### config.mk
export PLATFORM = sky130hd
export DESIGN_NAME = ctrl_mode_tracker
export DESIGN_NICKNAME = d
export VERILOG_FILES = /design/src/rtl/crmode_pkg.sv /design/src/rtl/crmode_cr0_path.sv /design/src/rtl/crmode_cr4_path.sv /design/src/rtl/ctrl_mode_tracker.sv
export SDC_FILE = /design/constraint.sdc
export NUM_CORES = 1
export LEC_CHECK = 0
export ABC_AREA = 1
export BUFFER_PORTS_ARGS = -buffer_cell sky130_fd_sc_hd__buf_4
export CORE_UTILIZATION = 49
export DETAILED_ROUTE_END_ITERATION = 10
export HOLD_SLACK_MARGIN = 0.05
export PLACE_DENSITY_LB_ADDON = 0.25
export SYNTH_ARGS = -nofsm -noshare
export SYNTH_HDL_FRONTEND = slang
export SYNTH_SLANG_ARGS = --single-unit
### constraint.sdc
create_clock -name clk -period 1.7 [get_ports clk]
set_clock_uncertainty 0.05 [all_clocks]
set_input_delay 0.085 -clock clk [delete_from_list [all_inputs] [get_ports clk]]
set_output_delay 0.085 -clock clk [all_outputs]
set_load 0.005 [all_outputs]
### src/rtl/crmode_pkg.sv
package crmode_pkg;
  localparam int CR_W = 32;
  typedef logic [CR_W-1:0] creg_t;

  // CR0 bit positions
  localparam int B_PE = 0;
  localparam int B_MP = 1;
  localparam int B_EM = 2;
  localparam int B_TS = 3;
  localparam int B_ET = 4;
  localparam int B_WP = 16;
  localparam int B_PG = 31;
  // CR4 bit positions
  localparam int B4_PSE  = 4;
  localparam int B4_PAE  = 5;
  localparam int B4_PGE  = 7;
  localparam int B4_FXSR = 9;
  // EFER bit positions
  localparam int BE_LME = 8;
  localparam int BE_LMA = 10;

  localparam creg_t CR0_RESET = 32'h6000_0010;
  localparam creg_t CR0_FLUSH_M = (creg_t'(1) << B_PG) | (creg_t'(1) << B_WP) | (creg_t'(1) << B_PE);
  localparam creg_t CR4_FLUSH_M = (creg_t'(1) << B4_PGE) | (creg_t'(1) << B4_PAE) | (creg_t'(1) << B4_PSE);

  typedef enum logic [1:0] {
    SEL_CR0  = 2'b00,
    SEL_CR3  = 2'b01,
    SEL_CR4  = 2'b10,
    SEL_EFER = 2'b11
  } wsel_e;

  // Packed mode flags, pe lands in bit 0
  typedef struct packed {
    logic osfxsr;
    logic cs64;
    logic lma;
    logic ts;
    logic em;
    logic mp;
    logic addseg;
    logic pe;
  } mflags_t;

  localparam int FLAG_W = $bits(mflags_t);

  function automatic logic masked_diff(creg_t a, creg_t b, creg_t m);
    return |((a ^ b) & m);
  endfunction

  // Flags that a stored CR0 value implies; long-mode bits untouched
  function automatic mflags_t cr0_flags(mflags_t cur, creg_t cr0);
    mflags_t f;
    f        = cur;
    f.pe     = cr0[B_PE];
    f.addseg = cur.addseg | ~cr0[B_PE];
    f.mp     = cr0[B_MP];
    f.em     = cr0[B_EM];
    f.ts     = cr0[B_TS];
    return f;
  endfunction
endpackage

### src/rtl/crmode_cr0_path.sv
module crmode_cr0_path
  import crmode_pkg::*;
(
  input  creg_t cur_cr0,
  input  creg_t wdata,
  input  logic  lme,
  input  logic  lma,
  input  logic  pae,
  output creg_t nxt_cr0,
  output logic  flush_req,
  output logic  enter_lm,
  output logic  leave_lm,
  output logic  refuse
);
  logic pg_on, pg_off;

  always_comb begin
    pg_on     = ~cur_cr0[B_PG] & wdata[B_PG];
    pg_off    = cur_cr0[B_PG] & ~wdata[B_PG];
    enter_lm  = pg_on & lme & pae;
    refuse    = pg_on & lme & ~pae;
    leave_lm  = pg_off & lma;
    nxt_cr0   = refuse ? cur_cr0 : (wdata | (creg_t'(1) << B_ET));
    flush_req = ~refuse & masked_diff(cur_cr0, wdata, CR0_FLUSH_M);
  end
endmodule

### src/rtl/crmode_cr4_path.sv
module crmode_cr4_path
  import crmode_pkg::*;
(
  input  creg_t cur_cr4,
  input  creg_t wdata,
  input  logic  simd_cap,
  output creg_t nxt_cr4,
  output logic  flush_req
);
  always_comb begin
    nxt_cr4   = simd_cap ? wdata : (wdata & ~(creg_t'(1) << B4_FXSR));
    flush_req = masked_diff(cur_cr4, wdata, CR4_FLUSH_M);
  end
endmodule

### src/rtl/ctrl_mode_tracker.sv
module ctrl_mode_tracker
  import crmode_pkg::*;
(
  input  logic              clk,
  input  logic              rst,
  input  logic              wr_en,
  input  logic [1:0]        wr_sel,
  input  logic [CR_W-1:0]   wr_data,
  input  logic              simd_cap,
  output logic [CR_W-1:0]   cr0_q,
  output logic [CR_W-1:0]   cr3_q,
  output logic [CR_W-1:0]   cr4_q,
  output logic [CR_W-1:0]   efer_q,
  output logic [FLAG_W-1:0] mode_flags,
  output logic              flush_pulse,
  output logic              pc_trunc_pulse
);
  creg_t   cr0_r, cr3_r, cr4_r, efer_r;
  creg_t   cr0_nx, cr3_nx, cr4_nx, efer_nx;
  creg_t   cr0_cand, cr4_cand;
  mflags_t flags_r, flags_nx;
  logic    flush_nx, trunc_nx;

  // Named internal events, observed by the checker
  logic ev_cr0_wr, ev_cr3_wr, ev_cr4_wr, ev_efer_wr;
  logic ev_enter, ev_leave, ev_refuse;
  logic cr0_flush, cr4_flush;

  always_comb begin
    ev_cr0_wr  = wr_en & (wsel_e'(wr_sel) == SEL_CR0);
    ev_cr3_wr  = wr_en & (wsel_e'(wr_sel) == SEL_CR3);
    ev_cr4_wr  = wr_en & (wsel_e'(wr_sel) == SEL_CR4);
    ev_efer_wr = wr_en & (wsel_e'(wr_sel) == SEL_EFER);
  end

  logic enter_raw, leave_raw, refuse_raw;

  crmode_cr0_path u_cr0 (
    .cur_cr0   (cr0_r),
    .wdata     (wr_data),
    .lme       (efer_r[BE_LME]),
    .lma       (flags_r.lma),
    .pae       (cr4_r[B4_PAE]),
    .nxt_cr0   (cr0_cand),
    .flush_req (cr0_flush),
    .enter_lm  (enter_raw),
    .leave_lm  (leave_raw),
    .refuse    (refuse_raw)
  );

  crmode_cr4_path u_cr4 (
    .cur_cr4   (cr4_r),
    .wdata     (wr_data),
    .simd_cap  (simd_cap),
    .nxt_cr4   (cr4_cand),
    .flush_req (cr4_flush)
  );

  always_comb begin
    ev_enter  = ev_cr0_wr & enter_raw;
    ev_leave  = ev_cr0_wr & leave_raw;
    ev_refuse = ev_cr0_wr & refuse_raw;

    cr0_nx   = cr0_r;
    cr3_nx   = cr3_r;
    cr4_nx   = cr4_r;
    efer_nx  = efer_r;
    flags_nx = flags_r;
    flush_nx = 1'b0;
    trunc_nx = 1'b0;

    if (ev_cr0_wr && !refuse_raw) begin
      cr0_nx   = cr0_cand;
      flags_nx = cr0_flags(flags_r, cr0_cand);
      flush_nx = cr0_flush;
      if (enter_raw) begin
        flags_nx.lma   = 1'b1;
        efer_nx[BE_LMA] = 1'b1;
      end else if (leave_raw) begin
        flags_nx.lma   = 1'b0;
        flags_nx.cs64  = 1'b0;
        efer_nx[BE_LMA] = 1'b0;
        trunc_nx       = 1'b1;
      end
    end
    if (ev_cr3_wr) begin
      cr3_nx   = wr_data;
      flush_nx = cr0_r[B_PG];
    end
    if (ev_cr4_wr) begin
      cr4_nx          = cr4_cand;
      flags_nx.osfxsr = cr4_cand[B4_FXSR];
      flush_nx        = cr4_flush;
    end
    if (ev_efer_wr) begin
      efer_nx         = wr_data;
      efer_nx[BE_LMA] = efer_r[BE_LMA];
    end
  end

  always_ff @(posedge clk) begin
    if (rst) begin
      cr0_r          <= CR0_RESET;
      cr3_r          <= '0;
      cr4_r          <= '0;
      efer_r         <= '0;
      flags_r        <= cr0_flags(mflags_t'('0), CR0_RESET);
      flush_pulse    <= 1'b0;
      pc_trunc_pulse <= 1'b0;
    end else begin
      cr0_r          <= cr0_nx;
      cr3_r          <= cr3_nx;
      cr4_r          <= cr4_nx;
      efer_r         <= efer_nx;
      flags_r        <= flags_nx;
      flush_pulse    <= flush_nx;
      pc_trunc_pulse <= trunc_nx;
    end
  end

  assign cr0_q      = cr0_r;
  assign cr3_q      = cr3_r;
  assign cr4_q      = cr4_r;
  assign efer_q     = efer_r;
  assign mode_flags = flags_r;
endmodule

* Yosys cells after proc, flatten, opt, wreduce, memory -nomap -nowiden *
Cells that the tools add are included.
W data, S select, Z words.

word-level totals
  bits in registers = 136
  input bits = 38
  output and inout bits = 138

cells by class
  equality and inequality tests = 3
  multiplexer cells = 11
  bitwise operators = 21
  reduce and logical (&&, ||, !) cells = 10

operators with widths
  cell                  number
  $xor A32 B32 Y32      1
  $and A1 B1 Y1         11
  $mux W10              1
  $mux W1               9
  $reduce_or A3 Y1      3
  $xor A8 B8 Y8         1
  $not A1 Y1            7
  $eq A2 B2 Y1 const B  2
  $mux W4               1
  $reduce_and A2 Y1     2
  $reduce_and A3 Y1     1
  $eq A2 B1 Y1 const B  1
  $logic_not A2 Y1      1
  $reduce_bool A2 Y1    1
  $logic_and A1 B1 Y1   1
  $logic_not A1 Y1      1
  $or A1 B1 Y1          1

* Depth between registers and ports, before layout *
  depth after elaboration = 9
  gate-level depth with buffers = 8

* Cells and area by module *
From an unflattened synthesis, not the netlist that was laid out.

second synthesis, totals
  cell total of the unflattened synthesis = 762
  area total of the unflattened synthesis = 5544.1 µm²

modules (own cells, without submodules)
  module             times used  cells each  area each (µm²)
  ctrl_mode_tracker  1           597         4737.0
  crmode_cr0_path    1           120         515.5
  crmode_cr4_path    1           45          291.5

* Worst setup path before layout *
Ideal clock, no wire load.

  path kind = reg-to-reg
  from = reg cr0_r[31], in the netlist cr0_q[31]
  to = reg cr0_r[0], in the netlist cr0_q[0]
  library setup time = 0.064 ns
  data arrival time = 1.215 ns
  data required time = 1.586 ns
  slack = 0.371 ns
  stages on the path, launching flop included = 9
  clock period less this slack = 1.329 ns
  cells stage by stage = dfxtp_1 -> inv_1 -> ha_1 -> nand3_1 -> inv_1 -> nor2_2 -> buf_2 -> nor2_1 -> nor2_1

between the ends
  longest elaborated chain between the ends = 6
  elaborated cells on any way between the ends = 7
  those cells by class = mux: 1; bitwise: 4; reduce/logical: 2

ends and longest elaborated chain
  what                             RTL line                  source
  from (decl)                      ctrl_mode_tracker.sv:18   creg_t cr0_r, cr3_r, cr4_r, efer_r;
  from (signal assigned)           ctrl_mode_tracker.sv:111  cr0_r <= cr0_nx;
  $not A1 Y1 (*)                   crmode_cr0_path.sv:18     pg_on = ~cur_cr0[B_PG] & wdata[B_PG];
  $and A1 B1 Y1 (*)                crmode_cr0_path.sv:18
  $and A1 B1 Y1 (*) (2 in series)  crmode_cr0_path.sv:21     refuse = pg_on & lme & ~pae;
  $logic_not A1 Y1                 ctrl_mode_tracker.sv:72   if (ev_cr0_wr && !refuse_raw) begin
  $logic_and A1 B1 Y1              ctrl_mode_tracker.sv:72

Every way passes the cells marked *; elsewhere a longest branch is shown, timed or not.
A chain may end at the register's enable or synchronous reset.

* Worst setup path in the final report *
  from = in wr_sel[0]
  to = reg cr4_r[9], in the netlist cr4_q[9]

between the ends
  longest elaborated chain between the ends = 2

ends and longest elaborated chain
  what                  RTL line                  source
  from (decl)           ctrl_mode_tracker.sv:7    input logic [1:0] wr_sel,
  $eq A2 B2 Y1          ctrl_mode_tracker.sv:32   ev_cr4_wr = wr_en & (wsel_e'(wr_sel) == SEL_CR4);
  $and A1 B1 Y1         ctrl_mode_tracker.sv:32
  to (signal assigned)  ctrl_mode_tracker.sv:113  cr4_r <= cr4_nx;
  to (decl)             ctrl_mode_tracker.sv:18

Every way passes these cells.

==> results.cfg <==
[detailed_routing]
wirelength_mm = 13.7
viasPerCell = 5.00
drt_iter0_drc = 189
via_count = 4752
drc = 0
dr.pass1.iters = 4
drtAntennaViolNets = 0
wl_per_cell_um = 14.5

[pwr]
comb_power_share_pct = 10.9
vdd_drop_max_v = 0.000724
switchingPower_mw = 1.84
leakagePower_nw = 3.21
internal_power_mw = 6.09
power_frac_seq_pct = 41.9
power.density_nw_per_um2 = 1110
clkPwrFrac_pct = 47.2
total_power_mw = 7.93
p_sw_share_pct = 23.2

[worst_setup_path]
crit_chain = dlygate4sd3_1 > buf_4 > inv_1 > nand3_2 > inv_2 > nand3_1 > a21oi_1 > dlygate4sd3_1
start_kind = input port
worstPathArrival_ns = 2.04
cp_common_cell = dlygate4sd3_1
critPathMaxStageDelay_ns = 0.56
cp-end-kind = flop
worst-path-buf-inv = 5
path_delay_family = buffers and inverters
worstPathRequired_ns = 2.10
cp_max_fo = 11
slowest_stage = dlygate4sd3_1
r2r_setup_slack_ns = 0.11
crit_type = input port to flop

[floorplanning]
start_util_pct = 51.0
die_w_um = 101
rows = 35
dieArea_sq_um = 10100
coreArea_sq_um = 9330
die-height_um = 101
design.portCount = 176

[place]
dp_worst_setup_slack_ns = 0.103
gp_congestion = 0.817
dp_hpwl_mm = 8.83
port_buffers = 173
placed_area_sq_um = 6120

[sta]
hold_violations = 0
finalWorstSetupSlack_ns = 0.0674
period_needed_ns = 1.63
slew_violations = 0
fin_crit_sh_pct = 96.0
max_freq_mhz = 613
final-setup-viol-count = 0
tns_ns = 0

[layout]
multi_input_area_sq_um = 1710
final_area_sq_um = 7140
drive_above_1_share_pct = 28.1
regArea_sq_um = 2620
fill_cells = 680
nNetsFinal = 849
insertedDiodeCount = 0
syn2layout_area_growth_pct = 50.1

[grt]
grt_pass1_vias = 4559
antenna_found_initial = 0
grt_usage_pct = 27.9
grt_pass1_wl_mm = 22.0
grt_overflow_total = 0
grt_max_degree = 58

[cts]
h-tree-depth = 4
clkSinkCount = 131
clk_latency_ns = 0.51
cts_tree = done
clkTransAtPathRegs_ns = 0.06
clockBufferDepth = 2
cts-root-buf = clkbuf_8
numCtsBuffers = 17

[synth]
synthCells = 610
ys_seq_area_share_pct = 55.1
synth_cell_types = 20
synth_fa_ha_area_share_pct = 0.526
synth_top_family_by_area = compound AO/OA/AOI/OAI gates
synth.avg_cell_area_sq_um = 7.80
synth_compound_area_share_pct = 18.1
yosysWarningCount = 0
ys_ff_latch = 131
syn_area_sq_um = 4760
synth-xor-area-share_pct = 0
synth_fp_nets = 650
synth_simple_gate_area_share_pct = 16.9
muxShareOfSynthArea_pct = 0

[hold_path]
holdCritPathClass = input port to flop

[status]
outcome = complete, no violations

[run]
cap_violations = 0
-- cells in the mapped netlist, drive strengths merged --
library cell	instances	area, sq um
conb	2	7.51
buf	25	159
dfxtp	131	2620
clkbuf	22	82.6
a21oi	47	235
a21boi	1	7.51
nor2	164	618
nand2	28	105
ha	2	25.0
o21ai	124	621
nand3	10	60.1
or2	1	6.26
inv	52	195
nor4	1	12.5
-- through the flow --
step | hold slack, ns | std cells | utilization [%]
floorplan | 0.104 | 610 | -
detailed placement | 0.258 | 879 | 65.6
global route | 0.300 | 951 | 76.6
CTS | 0.271 | 948 | 76.1
global placement | 0.257 | 879 | 65.6
finish | 0.291 | 951 | 76.6
-- worst paths after layout --
path,start,end,cells past startpoint
hold reg to reg,efer_q[27]$_SDFFE_PP0P_,efer_q[27]$_SDFFE_PP0P_,2
setup / recovery,wr_sel[0],cr4_q[9]$_SDFFE_PP0N_,8
setup reg to reg,cr0_q[31]$_SDFFE_PP0P_,cr0_q[11]$_SDFFE_PP0P_,9
hold / removal,rst,efer_q[10]$_SDFFE_PP0P_,3
-- worst register-to-register path, stage by stage, from the launching register on --
cell	delay (ns)
dfxtp_1	0.38
inv_1	0.07
ha_1	0.19
nand3_1	0.13
inv_1	0.10
nor2_4	0.18
buf_12	0.14
buf_12	0.13
nor2_1	0.05
nor2_1	0.10
-- cells in the final DEF (no fill, tap or decap), drive strengths merged, types with 3 or more instances in the layout --
| master | netlist | routed |
|---|---|---|
| clkinv | 0 | 6 |
| nand3 | 10 | 10 |
| o21ai | 124 | 124 |
| a21oi | 47 | 47 |
| dlygate4sd3 | 0 | 37 |
| nor2 | 164 | 164 |
| clkbuf | 22 | 19 |
| inv | 52 | 52 |
| bufinv | 0 | 4 |
| buf | 25 | 190 |
| nand2 | 28 | 28 |
| clkinvlp | 0 | 3 |
| dfxtp | 131 | 131 |
-- routing by layer --
| layer | up-vias | track usage (%) | share of wire, % |
|---|---|---|---|
| li1 | 2344 | - | - |
| met2 | 177 | 48.2 | 49 |
| met5 | - | 0 | 0 |
| met1 | 2208 | 33.1 | 43 |
| met3 | 23 | 7.70 | 6.8 |
| met4 | 0 | 10.1 | 1.8 |
-- sequential cells by signal (all words and copies together) (netlist names) --
register	flops
pc_trunc_pulse	1
flush_pulse	1
cr4_q	32
efer_q	32
mode_flags	2
cr3_q	32
cr0_q	31
-- kinds of logic (layout without fill, tap and decap cells) --
| logic type | count (synthesis) | in the layout |
|---|---|---|
| buffers and inverters | 99 | 311 |
| other | 2 | 2 |
| and+or+nand+nor | 204 | 204 |
| DFF | 131 | 131 |
| AOI/OAI and AO/OA | 172 | 172 |
| adders and majority gates | 2 | 2 |
-- power groups by stage --
stage | clock (mW) | sequential, mW | combinational [mW]
floorplan | 0 | 3.38 | 0.343
global placement | 0 | 3.38 | 0.758
detailed placement | 0 | 3.38 | 0.776
CTS | 3.77 | 3.32 | 0.851
global route | 3.93 | 3.34 | 0.959
finish | 3.74 | 3.32 | 0.864
-- repair_timing --
item	in CTS	in global routing
setup buffers	0	3
resized for setup	0	1
endpoints found under the setup margin	0	12
endpoints found under the hold margin	131	0
hold buffers	37	0
-- area by class of cell --
cell class              count  area share, %
flip-flops and latches    131           36.7
repair buffers            227           25.7
multi-input cells         380           23.9
clock buffers              19           6.05
inverters                  52           2.73
clock inverters            13           2.58
well taps                 129           2.26
Power figures use the tool's default switching activity.
